**config.mk**
```make
export PLATFORM = sky130hd
export DESIGN_NAME = skip_intr_ctrl
export DESIGN_NICKNAME = d
export VERILOG_FILES = /design/src/rtl/sic_pkg.sv /design/src/rtl/sic_skip_net.sv /design/src/rtl/sic_enable_arm.sv /design/src/rtl/sic_brk_seq.sv /design/src/rtl/skip_intr_ctrl.sv
export SDC_FILE = /design/constraint.sdc
export NUM_CORES = 1
export LEC_CHECK = 0
export BUFFER_PORTS_ARGS = -buffer_cell sky130_fd_sc_hd__buf_2
export CAP_MARGIN = 5
export CORE_ASPECT_RATIO = 1.75
export CORE_MARGIN = 2
export CORE_UTILIZATION = 34
export CTS_CLUSTER_SIZE = 16
export DETAILED_ROUTE_END_ITERATION = 8
export MAX_ROUTING_LAYER = met4
export PLACE_DENSITY = 0.75
export REMOVE_ABC_BUFFERS = 1
export SYNTH_ARGS = -nofsm -noshare
export SYNTH_HDL_FRONTEND = slang
export SYNTH_HIERARCHICAL = 1
export SYNTH_SLANG_ARGS = --single-unit
```
**constraint.sdc**
```tcl
create_clock -name clk_i -period 2.2 [get_ports clk_i]
set_input_delay 0.22 -clock clk_i [delete_from_list [all_inputs] [get_ports clk_i]]
set_output_delay 0.22 -clock clk_i [all_outputs]
set_load 0.05 [all_outputs]
```
**src/rtl/sic_pkg.sv**
```systemverilog
package sic_pkg;
  localparam int WORD_W = 18;
  localparam int PC_W   = 15;
  localparam int MODE_W = 2;

  typedef enum logic [1:0] {
    ST_IDLE  = 2'd0,
    ST_STORE = 2'd1,
    ST_FETCH = 2'd2
  } brk_st_e;

  typedef enum logic [1:0] {
    ARM_NONE = 2'd0,
    ARM_LAST = 2'd1,
    ARM_TWO  = 2'd2
  } arm_e;

  function automatic logic [WORD_W-1:0] pack_state(
    input logic            link,
    input logic            ext,
    input logic            trap,
    input logic [PC_W-1:0] pc
  );
    return {pc, trap, ext, link};
  endfunction
endpackage

```
**src/rtl/sic_skip_net.sv**
```systemverilog
module sic_skip_net #(
  parameter int N_DEV = 8
) (
  input  logic [N_DEV-1:0] flag_i,
  input  logic [N_DEV-1:0] sense_i,
  output logic             skip_o
);
  logic [N_DEV-1:0] hit;

  for (genvar k = 0; k < N_DEV; k++) begin : g_pair
    assign hit[k] = flag_i[k] & sense_i[k];
  end

  assign skip_o = |hit;
endmodule

```
**src/rtl/sic_enable_arm.sv**
```systemverilog
module sic_enable_arm (
  input  logic clk_i,
  input  logic rst_ni,
  input  logic ion_i,
  input  logic ioff_i,
  input  logic instr_end_i,
  input  logic grant_i,
  output logic en_o
);
  import sic_pkg::*;

  arm_e arm_q, arm_d;
  logic en_q, en_d;

  always_comb begin
    arm_d = arm_q;
    en_d  = en_q;
    if (ioff_i || grant_i) begin
      en_d  = 1'b0;
      arm_d = ARM_NONE;
    end else if (ion_i) begin
      // an end in the same cycle belongs to the enabling instruction
      arm_d = instr_end_i ? ARM_LAST : ARM_TWO;
    end else if (instr_end_i) begin
      unique case (arm_q)
        ARM_TWO:  arm_d = ARM_LAST;
        ARM_LAST: begin
          arm_d = ARM_NONE;
          en_d  = 1'b1;
        end
        default:  arm_d = ARM_NONE;
      endcase
    end
  end

  always_ff @(posedge clk_i or negedge rst_ni) begin
    if (!rst_ni) begin
      arm_q <= ARM_NONE;
      en_q  <= 1'b0;
    end else begin
      arm_q <= arm_d;
      en_q  <= en_d;
    end
  end

  assign en_o = en_q;
endmodule

```
**src/rtl/sic_brk_seq.sv**
```systemverilog
module sic_brk_seq #(
  parameter int N_IRQ = 9
) (
  input  logic                       clk_i,
  input  logic                       rst_ni,
  input  logic                       instr_end_i,
  input  logic                       en_i,
  input  logic [N_IRQ-1:0]           irq_i,
  input  logic                       link_i,
  input  logic                       extend_i,
  input  logic                       trap_i,
  input  logic [sic_pkg::PC_W-1:0]   pc_i,
  output logic                       grant_o,
  output logic                       store_o,
  output logic                       fetch_o,
  output logic [sic_pkg::WORD_W-1:0] data_o
);
  import sic_pkg::*;

  brk_st_e st_q, st_d;
  logic [WORD_W-1:0] data_q;
  logic req_any;

  assign req_any = |irq_i;
  assign grant_o = instr_end_i & en_i & req_any & (st_q == ST_IDLE);

  always_comb begin
    st_d = st_q;
    unique case (st_q)
      ST_IDLE:  if (grant_o) st_d = ST_STORE;
      ST_STORE: st_d = ST_FETCH;
      ST_FETCH: st_d = ST_IDLE;
      default:  st_d = ST_IDLE;
    endcase
  end

  always_ff @(posedge clk_i or negedge rst_ni) begin
    if (!rst_ni) begin
      st_q   <= ST_IDLE;
      data_q <= '0;
    end else begin
      st_q <= st_d;
      if (grant_o) data_q <= pack_state(link_i, extend_i, trap_i, pc_i);
    end
  end

  assign store_o = (st_q == ST_STORE);
  assign fetch_o = (st_q == ST_FETCH);
  assign data_o  = data_q;
endmodule

```
**src/rtl/skip_intr_ctrl.sv**
```systemverilog
module skip_intr_ctrl #(
  parameter int N_SKIP = 8,
  parameter int N_IRQ  = 9
) (
  input  logic                       clk_i,
  input  logic                       rst_ni,
  input  logic [N_SKIP-1:0]          dev_flag_i,
  input  logic [N_SKIP-1:0]          dev_sense_i,
  input  logic [N_IRQ-1:0]           irq_i,
  input  logic                       instr_end_i,
  input  logic                       ion_i,
  input  logic                       ioff_i,
  input  logic [sic_pkg::PC_W-1:0]   pc_i,
  input  logic                       link_i,
  input  logic                       extend_i,
  input  logic                       trap_i,
  output logic                       skip_o,
  output logic                       brk_store_o,
  output logic [sic_pkg::WORD_W-1:0] brk_data_o,
  output logic                       fetch_ovr_o,
  output logic [sic_pkg::PC_W-1:0]   fetch_addr_o
);
  import sic_pkg::*;

  localparam logic [PC_W-1:0] VEC_ADDR = PC_W'(1);

  logic en, grant, fetch;

  sic_skip_net #(.N_DEV(N_SKIP)) u_skip (
    .flag_i (dev_flag_i),
    .sense_i(dev_sense_i),
    .skip_o (skip_o)
  );

  sic_enable_arm u_arm (
    .clk_i      (clk_i),
    .rst_ni     (rst_ni),
    .ion_i      (ion_i),
    .ioff_i     (ioff_i),
    .instr_end_i(instr_end_i),
    .grant_i    (grant),
    .en_o       (en)
  );

  sic_brk_seq #(.N_IRQ(N_IRQ)) u_seq (
    .clk_i      (clk_i),
    .rst_ni     (rst_ni),
    .instr_end_i(instr_end_i),
    .en_i       (en),
    .irq_i      (irq_i),
    .link_i     (link_i),
    .extend_i   (extend_i),
    .trap_i     (trap_i),
    .pc_i       (pc_i),
    .grant_o    (grant),
    .store_o    (brk_store_o),
    .fetch_o    (fetch),
    .data_o     (brk_data_o)
  );

  assign fetch_ovr_o  = fetch;
  assign fetch_addr_o = fetch ? VEC_ADDR : '0;
endmodule

```
### Word level (Yosys, flattened, before mapping)

Index checks and enable logic that the tools add are counted.

| word-level totals | value |
|---|---|
| bits of input ports | 48 |
| output and inout port bits | 36 |
| bits in writable memories | 0 |
| logic and storage cells | 41 |
| latch bits | 0 |
| memories kept | 0 |
| register bits | 23 |
| ROM bits | 0 |

| operators by class | value |
|---|---|
| equality and inequality tests | 6 |
| bitwise logic cells | 11 |
| div/mod/pow operators | 0 |
| muxes and demuxes | 12 |
| $add $sub $neg | 0 |
| shifts and indexed selects | 0 |
| multiply operators | 0 |
| reduce and logical (&&, ||, !) cells | 8 |
| magnitude comparators | 0 |

Operators with widths:

| cell | number |
|---|---|
| 1-bit AND | 11 |
| 2-bit two-way mux | 5 |
| 9-bit OR reduction | 1 |
| 8-bit OR reduction | 1 |
| 1-bit two-way mux | 6 |
| 2-bit by 1-bit == test with 1-bit output (second input constant) | 2 |
| 2-bit == test (second input constant) | 2 |
| 2-bit case mux with 2 select lines | 1 |
| 2-bit nonzero test | 2 |
| 3-bit AND reduction | 1 |
| 3-bit nonzero test | 1 |
| 2-bit logical NOT | 1 |
| 2-bit by 1-bit != test with 1-bit output (second input constant) | 1 |
| 2-bit != test (second input constant) | 1 |
| 1-bit logical OR | 1 |

### Depth between registers and ports, before layout

Gate-level depths: netlist of the first run.

| logic depth | value |
|---|---|
| word-level depth | 6 |
| gate-level depth with buffers | 4 |
| depth with buffers taken out | 3 |

### Modules after synthesis

The synthesis of the first run kept the hierarchy.

By module, submodules not included:

| module | times used | cells an instance | seq. area each (µm²) | area an instance (µm²) |
|---|---|---|---|---|
| sic_brk_seq | 1 | 48 | 500.5 | 835.8 |
| sic_enable_arm | 1 | 12 | 75.1 | 127.6 |
| skip_intr_ctrl | 1 | 16 | 0.0 | 116.4 |
| sic_skip_net | 1 | 5 | 0.0 | 36.3 |

### Worst setup path before layout of the first run

Ideal clock, no wire load.

| path | value |
|---|---|
| path type | flip-flop to output port |
| start | register u_seq.st_q[0] |
| end | output fetch_addr_o[0] (netlist name) |
| data arrival time | 1.442 ns |
| buffers on the path | 1 |
| stages on the path, launching flop included | 3 |
| required time | 1.980 ns |
| slack | 0.538 ns |
| path through | dfrtp_1 -> nor2b_1 -> buf_4 |

| on the way | value |
|---|---|
| cells in the longest elaborated chain, start to end | 2 |

RTL lines:

| what | line | RTL |
|---|---|---|
| start, declared | sic_brk_seq.sv:20 | `brk_st_e st_q, st_d;` |
| start signal, assigned | sic_brk_seq.sv:42 | `st_q <= st_d;` |
| 2-bit == test | sic_brk_seq.sv:48 | `assign fetch_o = (st_q == ST_FETCH);` |
| via fetch_ovr_o | skip_intr_ctrl.sv:20 | `output logic fetch_ovr_o,` |
| 1-bit two-way mux | skip_intr_ctrl.sv:62 | `assign fetch_addr_o = fetch ? VEC_ADDR : '0;` |
| end, declared | skip_intr_ctrl.sv:21 | `output logic [sic_pkg::PC_W-1:0] fetch_addr_o` |

The timed path passes the listed nets, and every way through them passes these cells.

### Worst setup path after layout of the first run

| path | value |
|---|---|
| start | register u_seq.st_q[1] |
| end | register u_seq.data_q[9] (netlist: u_seq/data_o[9]) |

| on the way | value |
|---|---|
| cells in the longest elaborated chain, start to end | 2 |

RTL lines:

| what | line | RTL |
|---|---|---|
| 2-bit logical NOT | sic_brk_seq.sv:25 | `assign grant_o = instr_end_i & en_i & req_any & (st_q == ST_IDLE);` |
| 1-bit AND | sic_brk_seq.sv:25 |  |
| via grant | skip_intr_ctrl.sv:27 | `logic en, grant, fetch;` |
| end signal, assigned | sic_brk_seq.sv:43 | `if (grant_o) data_q <= pack_state(link_i, extend_i, trap_i, pc_i);` |
| end, declared | sic_brk_seq.sv:21 | `logic [WORD_W-1:0] data_q;` |

The timed path passes the listed nets, and every way through them passes these cells.
A chain may end at the register's enable or synchronous reset.

==> flow_summary.toml, run 1 <==
[status]
status = "finished clean"

[grt]
overflow = 0
grtUsageTotal_pct = 13.33
grt_max_degree = 24
grt_pass1_wl_mm = 3.594
first_global_vias = 833
antenna_found_initial = 0

[clocking]
clk_latency_ps = 260
cts_buffers = 3
cts_tree = "done"
root_buffer = "clkbuf_8"
htreeDepth = 1
cts.sinks = 23
clk_pin_slew_worst_paths_ps = 80
clockBufferDepth = 2
cts_resized = 0

[layout]
layout-drive-gt1-share_pct = 62.09
multi_input_area_um2 = 465.4
fillCellCount = 311
nets = 202
final_core_util_pct = 47.87
mostFrequentLayoutCell = "buf_2"
seq_area_um2 = 575.6
n_antenna_cell = 0
final_cells = 196
area_growth_pct = 34.75
layout_common_cells = "69 x buf_2, 23 x dfrtp_1, 14 x conb_1"

[synth]
synth_top_area_share_pct = 51.57
synth_largest_area_cell = "dfrtp_1"
synth_seq_cells = 23
synth_area_um2 = 1116
seq_area_frac_synth_pct = 51.57
synth_area_leaders = "dfrtp_1 52%, mux2_4 12%, buf_4 10%"
ys_warn_count = 6
synth_cells = 81
avgSynthCellArea_um2 = 13.78
ys_types = 19

[sta]
min_period_ps = 1823
rsz0062_at_grt = "false"
setup_viol = 0
setup_tns_ps = 0
max_freq_mhz = 548.6
min_period_over_period_pct = 82.85
slew_viol_final = 0
finClkSkew_ps = 4.321
hold_viol = 0

[critical_path]
r2r_start = "u_seq/st_q[1]"
r2r-end = "u_seq/data_o[9]"
critPathMaxStageDelay_ps = 410
path_buf_inv = 1
required_ps = 2350
path_class = "reg2reg"
cp-end-kind = "flip-flop"
reg2reg_slack_ps = 380
crit_chain = "nand4bb_1 -> a31oi_4 -> buf_4 -> mux2_2"
cpLargestDelayFamily = "flip-flops"
worstPathArrival_ps = 1970
crit_path_top_delay_cell = "dfrtp_1"
critPathLaunchType = "flip-flop"
path_max_fanout = 14
rr_worst_depth = 4

[die]
die_area_um2 = 3775
core_area_um2 = 3142
ios = 84
dieWidth_um = 47.31
start_util_pct = 35.52
num_rows = 27
die_h_um = 79.79

[route]
finalWirelength_mm = 2.434
postRouteAntennaNets = 0
firstDrtPassIters = 4
drc_errors = 0
num_vias = 875
avgViaCountPerCell = 4.464
drt-initial-drc-count = 11
routedWlPerCell_um = 12.42

[min_path]
worstHoldStart = "ioff_i"
hold_depth = 2
holdPathEnd = "u_arm/arm_q[0]"
hold_class = "in2reg"

[power]
power_mw = 1.462
p_leak_nw = 0.8188
p_per_area_nw_per_um2 = 972.1
ir_drop_uv = 453.9

[placement]
place_inst = 191
dpl.hpwl_mm = 2.020
port-buffer-count = 69
place_congestion = 0.7080

[run]
maxCapViolCount = 0
==> layer usage <==
metal	global-route usage [%]	vias up	routed length [um]
li1	-	403	-
met1	12.98	422	778
met2	24.86	46	1463
met3	0.2262	4	157
met4	6.389	0	35
met5	-	-	0
==> cell usage after synthesis <==
cell type / n
a22oi_1: 4
nor4_4: 1
nor4_1: 1
nand2_1: 1
buf_4: 15
buf_6: 1
nor2b_1: 4
nor2_1: 3
o21ai_1: 1
dfrtp_1: 23
conb_1: 1
mux2_2: 9
nand4bb_1: 1
a31oi_4: 1
nand4_1: 1
nor3_1: 2
mux2_4: 9
a31oi_1: 2
a211oi_2: 1
==> worst max path at each step <==
stage | to | startpoint | cells past startpoint
after floorplan | fetch_addr_o[0] | u_seq/st_q[0] | 1
after detailed placement | u_seq/data_o[9] | u_seq/st_q[1] | 4
after global routing | u_seq/data_o[15] | u_seq/st_q[1] | 4
after global placement | u_seq/data_o[17] | u_seq/st_q[1] | 4
final | u_seq/data_o[9] | u_seq/st_q[1] | 4
after CTS | u_seq/data_o[9] | u_seq/st_q[1] | 4
==> stage by stage <==
| stage | hold slack (ps) | instance area (um2) | worst slack [ps] |
|---|---|---|---|
| floorplan | -75.59 | 1041 | 263.3 |
| global placement | 204.8 | 1448 | 453.7 |
| detailed placement | 216.2 | 1448 | 387.8 |
| CTS | 151.6 | 1504 | 363.9 |
| global route | 149.2 | 1504 | 305.9 |
| finish | 150.2 | 1504 | 377.3 |
==> state kept, by name (all words and copies together), names as in the netlist <==
register,count
u_arm/arm_q,2
u_arm/en_o,1
u_seq/data_o,18
u_seq/st_q,2
==> report_power, final <==
part	switching [mW]	total, mW	internal, mW
Combinational	0.462	0.647	0.185
Clock	0.132	0.258	0.126
Sequential	0.0448	0.557	0.512
==> cells by family (layout without fill, tap and decap cells) <==
family / count (synthesis) / after routing / synth area share [%]
AOI/OAI and AO/OA: 9 / 9 / 7.286
buffers and inverters: 16 / 75 / 11.10
DFF: 23 / 23 / 51.57
muxes: 18 / 18 / 21.19
other: 1 / 14 / 0.3360
and+or+nand+nor: 14 / 14 / 8.520
==> cell type report <==
cell class	count	area share (%)
clock buffer	3	2.745
clock inverter	1	0.3328
multi-input combinational	55	30.95
sequential	23	38.27
tap	43	3.577
timing repair buffer	71	24.13
==> timing repair <==
item | CTS | global route
hold endpoints to repair | 23 | 0
setup buffers | 0 | 0
hold buffers | 1 | 0
Note: power is estimated with default switching activity, not from simulation.
==> run 2, diff against run 1 <==
ABC_AREA = 1   (was default)
clock period = 1.6 ns   (was 2.2 ns; I/O delays follow)
==> run 2 against run 1 <==
Compared with the run above:
- clock power grew 39%
- total power grew 39%
- sequential cell count is the same
- utilization shrank 2.2 points
- register-to-register slack lost 40 ps
- clock-buffer cell count is the same
- largest cell class unchanged
- critical endpoint is now fetch_ovr_o
- critical path depth shrank 1
- combinational power grew 37%
- non-clock buffer count grew 3
- largest power group unchanged
- die area grew 12%
==> flow_summary.toml, run 2 <==
[route]
drc_errors = 0
postRouteAntennaNets = 0
drt-initial-drc-count = 50
routedWlPerCell_um = 11.60
firstDrtPassIters = 4
finalWirelength_mm = 3.097
num_vias = 1206
avgViaCountPerCell = 4.517

[layout]
n_antenna_cell = 0
mostFrequentLayoutCell = "buf_2"
layout_common_cells = "69 x buf_2, 48 x nand2_1, 23 x dfrtp_1"
fin_area_um2 = 1642
area_growth_pct = 29.90
largest_reg_flops = 18
nets = 270
layout-drive-gt1-share_pct = 42.99

[run]
maxCapViolCount = 0

[synth]
async_reset_ff_share_pct = 100.0
synth_most_common_cell = "nand2_1"
synth_edf_count = 0
synth_area_leaders = "dfrtp_1 46%, nand2_1 14%, buf_4 9.5%"
synth_top_area_share_pct = 45.54
avgSynthCellArea_um2 = 8.425
seq_area_frac_synth_pct = 45.54
synth_largest_area_cell = "dfrtp_1"
synth_cells = 150
synth_seq_cells = 23
synth_common_cells = "48 x nand2_1, 23 x dfrtp_1, 19 x nand4_1"
ys_types = 21
ys.flop_type = "dfrtp_1"
ys_warn_count = 6
synth_area_um2 = 1264

[clocking]
cts_setup_buffers = 0
cts_resized = 0
clockBufferDepth = 2
cts_buffers = 3
cts_tree = "done"
clk_latency_ps = 260
cts.sinks = 23
htreeDepth = 1
postCtsHoldBufs = 1
root_buffer = "clkbuf_8"
clk_pin_slew_worst_paths_ps = 80

[power]
p_comb_share_pct = 43.8
p_sw_mw = 0.9469
sequentialPowerShare_pct = 38.5
p_leak_nw = 1.002
power_mw = 2.030
p_int_mw = 1.083
p_per_area_nw_per_um2 = 1237
ir_drop_uv = 532.3
p_clk_share_pct = 17.7
swShare_pct = 46.65

[sta]
setup_tns_ps = 0
whs_ps = 138.2
finClkSkew_ps = 2.061
min_period_over_period_pct = 79.69
tightest_slew_ps = 514.0
hold_viol = 0
slew_viol_final = 0
rsz0062_at_grt = "false"
min_period_ps = 1275
finalWorstSetupSlack_ps = 325.0
max_freq_mhz = 784.3
slew_headroom_pct = 65.73
setup_viol = 0

[min_path]
hold_depth = 3
worstHoldStart = "pc_i[0]"
hold_class = "in2reg"
holdPathEnd = "u_seq/data_o[3]"

[placement]
place_area_um2 = 1585
place_congestion = 0.7784
dpl_worst_slack_ps = 312.6
port-buffer-count = 69
dpl.hpwl_mm = 2.417

[grt]
antenna_found_initial = 0
overflow = 0
grtUsageTotal_pct = 15.56
grt_pass1_wl_mm = 4.857
grt_max_degree = 24
first_global_vias = 1185

[die]
num_rows = 29
core_area_um2 = 3592
ios = 84
dieWidth_um = 50.09
die_h_um = 84.65
start_util_pct = 35.18
die_area_um2 = 4240

[critical_path]
required_ps = 1440
critPathLaunchType = "flip-flop"
crit_path_top_delay_cell = "dfrtp_1"
path_max_fanout = 4
rr_worst_depth = 8
crit_chain = "inv_1 -> nor2_1 -> buf_2"
reg2reg_slack_ps = 340
worstPathArrival_ps = 1110
path_class = "reg2out"
critPathMaxStageDelay_ps = 400
r2r_start = "u_seq/st_q[0]"
r2r-end = "u_arm/en_o"
cp-end-kind = "primary output"

[status]
status = "finished clean"
-- run 2: cell types whose count changed in the layout (fill, tap and decap cells not counted), sizes merged, moves of 2 or more --
cell	previous run	this run
nor4	2	0
inv	0	10
nand2	1	59
a31oi	3	0
mux2	18	0
buf	70	73
nor2	3	12
nor2b	4	0
a22oi	4	0
nand4	1	19
-- run 2: layout make-up --
class	instances	area (um2)
well taps	46	57.56
fillers	377	1951
flip-flops and latches	23	575.6
clock buffers	3	41.29
inverters	11	41.29
multi-input cells	109	535.5
clock inverters	1	5.005
repair buffers	74	385.4
-- run 2: routing by layer --
metal	routed length, um	vias up	share of wire, %	global-route usage (%)
li1	-	589	-	-
met1	1099	547	35	14.67
met2	1694	66	55	28.71
met3	227	4	7.3	1.423
met4	76	0	2.5	9.848
met5	0	-	0	-
-- run 2: worst max-delay path, delay by kind of cell (launching register included) --
family,cells,cell delay [ps]
buffers and inverters,2,340
flip-flops,1,400
AND/OR/NAND/NOR,1,110
-- run 2: worst max path at each step --
| stage | start | end | slack [ps] | depth (start not counted) |
|---|---|---|---|---|
| final | u_seq/st_q[1] | fetch_ovr_o | 330 | 3 |
| after global routing | u_seq/st_q[1] | u_arm/en_o | 210 | 8 |
| after CTS | u_seq/st_q[1] | fetch_ovr_o | 300 | 3 |
| after detailed placement | irq_i[1] | u_arm/arm_q[0] | 310 | 11 |
| after global placement | irq_i[1] | u_arm/arm_q[0] | 370 | 9 |
| after floorplan | u_seq/st_q[1] | fetch_addr_o[0] | -230 | 2 |
-- run 2: through the flow --
step           util (%)  instances
2_1_floorplan         -        143
6_report          45.70        267
3_3_place_gp      44.13        262
3_5_place_dp      44.13        262
5_1_grt           45.70        267
4_1_cts           45.70        267
-- run 2: cell families after synthesis --
logic type	count (synthesis)	share of synthesized area (%)
and+or+nand+nor	94	37.62
DFF	23	45.54
AOI/OAI and AO/OA	1	0.5943
other	1	0.2967
buffers and inverters	31	15.94
-- run 2: power by group through the flow --
stage / clock network, mW / logic, mW / registers, mW
finish: 0.359 / 0.889 / 0.782
global route: 0.404 / 0.936 / 0.795
CTS: 0.372 / 0.897 / 0.783
detailed placement: 0 / 0.894 / 0.793
global placement: 0 / 0.886 / 0.791
floorplan: 0 / 0.219 / 1.22
==> run 3, diff against run 2 <==
ABC_AREA = 0   (was 1)
PLACE_DENSITY = 0.78   (was 0.75)
clock period = 1.13 ns   (was 1.6 ns; I/O delays follow)
==> run 3 against run 2 <==
Compared with the run above:
- the run now ends with setup timing left
- clock power grew 40%
- clock-buffer cell count is the same
- via count shrank 27%
- total power grew 42%
- cell area grew 1.2%
- sequential power grew 38%
- cell count shrank 23%
- hold slack lost 99 ps
- global-route usage shrank 3.1 points
- setup slack lost 650 ps
- clock skew grew 0.82 ps
==> flow_summary.toml, run 3 (same netlist as run 1, synthesis figures left out) <==
[status]
status = "finished, violations left"
failed_checks = "setup timing"

[placement]
place_inst = 198
place_area_um2 = 1513
dpl.hpwl_mm = 1.849
place_congestion = 0.7192
port-buffer-count = 69
dpl_worst_slack_ps = -360.1

[layout]
final_core_util_pct = 52.89
nets = 211
fillCellCount = 303
area_growth_pct = 48.88
largest_reg_flops = 18
n_antenna_cell = 0
fin_area_um2 = 1662
final_cells = 205
layout-drive-gt1-share_pct = 66.67
mostFrequentLayoutCell = "buf_2"
layout_common_cells = "66 x buf_2, 23 x dfrtp_1, 14 x conb_1"

[die]
ios = 84
dieWidth_um = 47.31
die_area_um2 = 3775
start_util_pct = 35.52
die_h_um = 79.79
num_rows = 27
core_area_um2 = 3142

[clocking]
clk_pin_slew_worst_paths_ps = 80
cts_tree = "done"
htreeDepth = 1
cts.sinks = 23
cts_buffers = 3
clockBufferDepth = 2
root_buffer = "clkbuf_8"
clk_latency_ps = 260

[power]
power_mw = 2.873
ir_drop_uv = 982.8
p_leak_nw = 0.8730
p_per_area_nw_per_um2 = 1729

[grt]
grt_pass1_wl_mm = 3.443
antenna_found_initial = 0
grtUsageTotal_pct = 12.45
grt_max_degree = 24
overflow = 0
first_global_vias = 819

[route]
wl_met1_um = 894
dr.max_layer_used = "met4"
avgViaCountPerCell = 4.293
dr_wl_met3_um = 158
drc_errors = 0
firstDrtPassIters = 3
postRouteAntennaNets = 0
finalWirelength_mm = 2.395
drt-initial-drc-count = 3
routedWlPerCell_um = 11.68
num_vias = 880
route.met2.wl_mm = 1.315

[critical_path]
path_max_fanout = 11
path_class = "reg2reg"
required_ps = 1280
critPathLaunchType = "flip-flop"
rr_worst_depth = 4
worstPathArrival_ps = 1600
cp-end-kind = "flip-flop"

[min_path]
hold_class = "in2reg"
hold_depth = 2

[sta]
setup_viol = 24
min_period_over_period_pct = 128.6
max_freq_mhz = 688.0
rsz0062_at_grt = "true"
min_period_ps = 1453
finClkSkew_ps = 2.882
finalWorstSetupSlack_ps = -323.4
slew_viol_final = 0
slew_headroom_pct = 65.73
whs_ps = 39.03
tightest_slew_ps = 514.0
setup_tns_ps = -6240
hold_viol = 0

[run]
maxCapViolCount = 0
[run 3: cell count changes in the layout (fill, tap and decap cells not counted), sizes merged, moves of 3 or more]
cell,delta
a22oi,+4
a31oi,+3
buf,+6
inv,-10
mux2,+18
nand2,-58
nand4,-18
nor2,-9
nor2b,+4
[run 3: where the power goes]
part           switching (mW)  internal [mW]  total (mW)  leakage, nW
logic                   0.906          0.382        1.29        0.551
registers              0.0872          0.996        1.08        0.300
clock network           0.253          0.248       0.502       0.0217
[run 3: final cells by class]
class                           instances  area [um2]  share of cell area, %
Sequential cell                        23       575.6                  34.64
Multi-Input combinational cell         55       506.7                  30.50
Timing Repair Buffer                   80       476.7                  28.69
Tap cell                               43       53.80                  3.238
Clock buffer                            3       41.29                  2.485
Clock inverter                          1       7.507                 0.4518
[run 3: timing repair]
item                                    4_1_cts  5_1_grt
hold buffers                                  1        0
hold endpoints to repair                     23        0
resized for setup                            15        2
endpoints found under the setup margin       24       24
setup buffers                                 1        2
[run 3: worst paths after layout]
kind                                  startpoint                to  slack (ps)
worst max-delay path               u_seq/st_q[1]  u_seq/data_o[10]        -320
worst min-delay path                      ioff_i    u_arm/arm_q[0]          40
worst max register to register     u_seq/st_q[1]  u_seq/data_o[10]        -320
worst min register to register  u_seq/data_o[11]  u_seq/data_o[11]         510
max in group asynchronous                 rst_ni   u_seq/data_o[4]         430
min in group asynchronous                 rst_ni  u_seq/data_o[10]         360
[run 3: critical path, cell delays in order, from the launching register on]
cell and delay (ps):
dfrtp_1 390, nand4bb_4 240, a31oi_4 210, buf_12 170, mux2_2 340
[run 3: metal layers]
| layer | up-vias | track usage [%] |
|---|---|---|
| li1 | 418 | - |
| met1 | 419 | 14.99 |
| met2 | 41 | 21.08 |
| met3 | 2 | 0 |
| met4 | 0 | 5.000 |
| met5 | - | - |
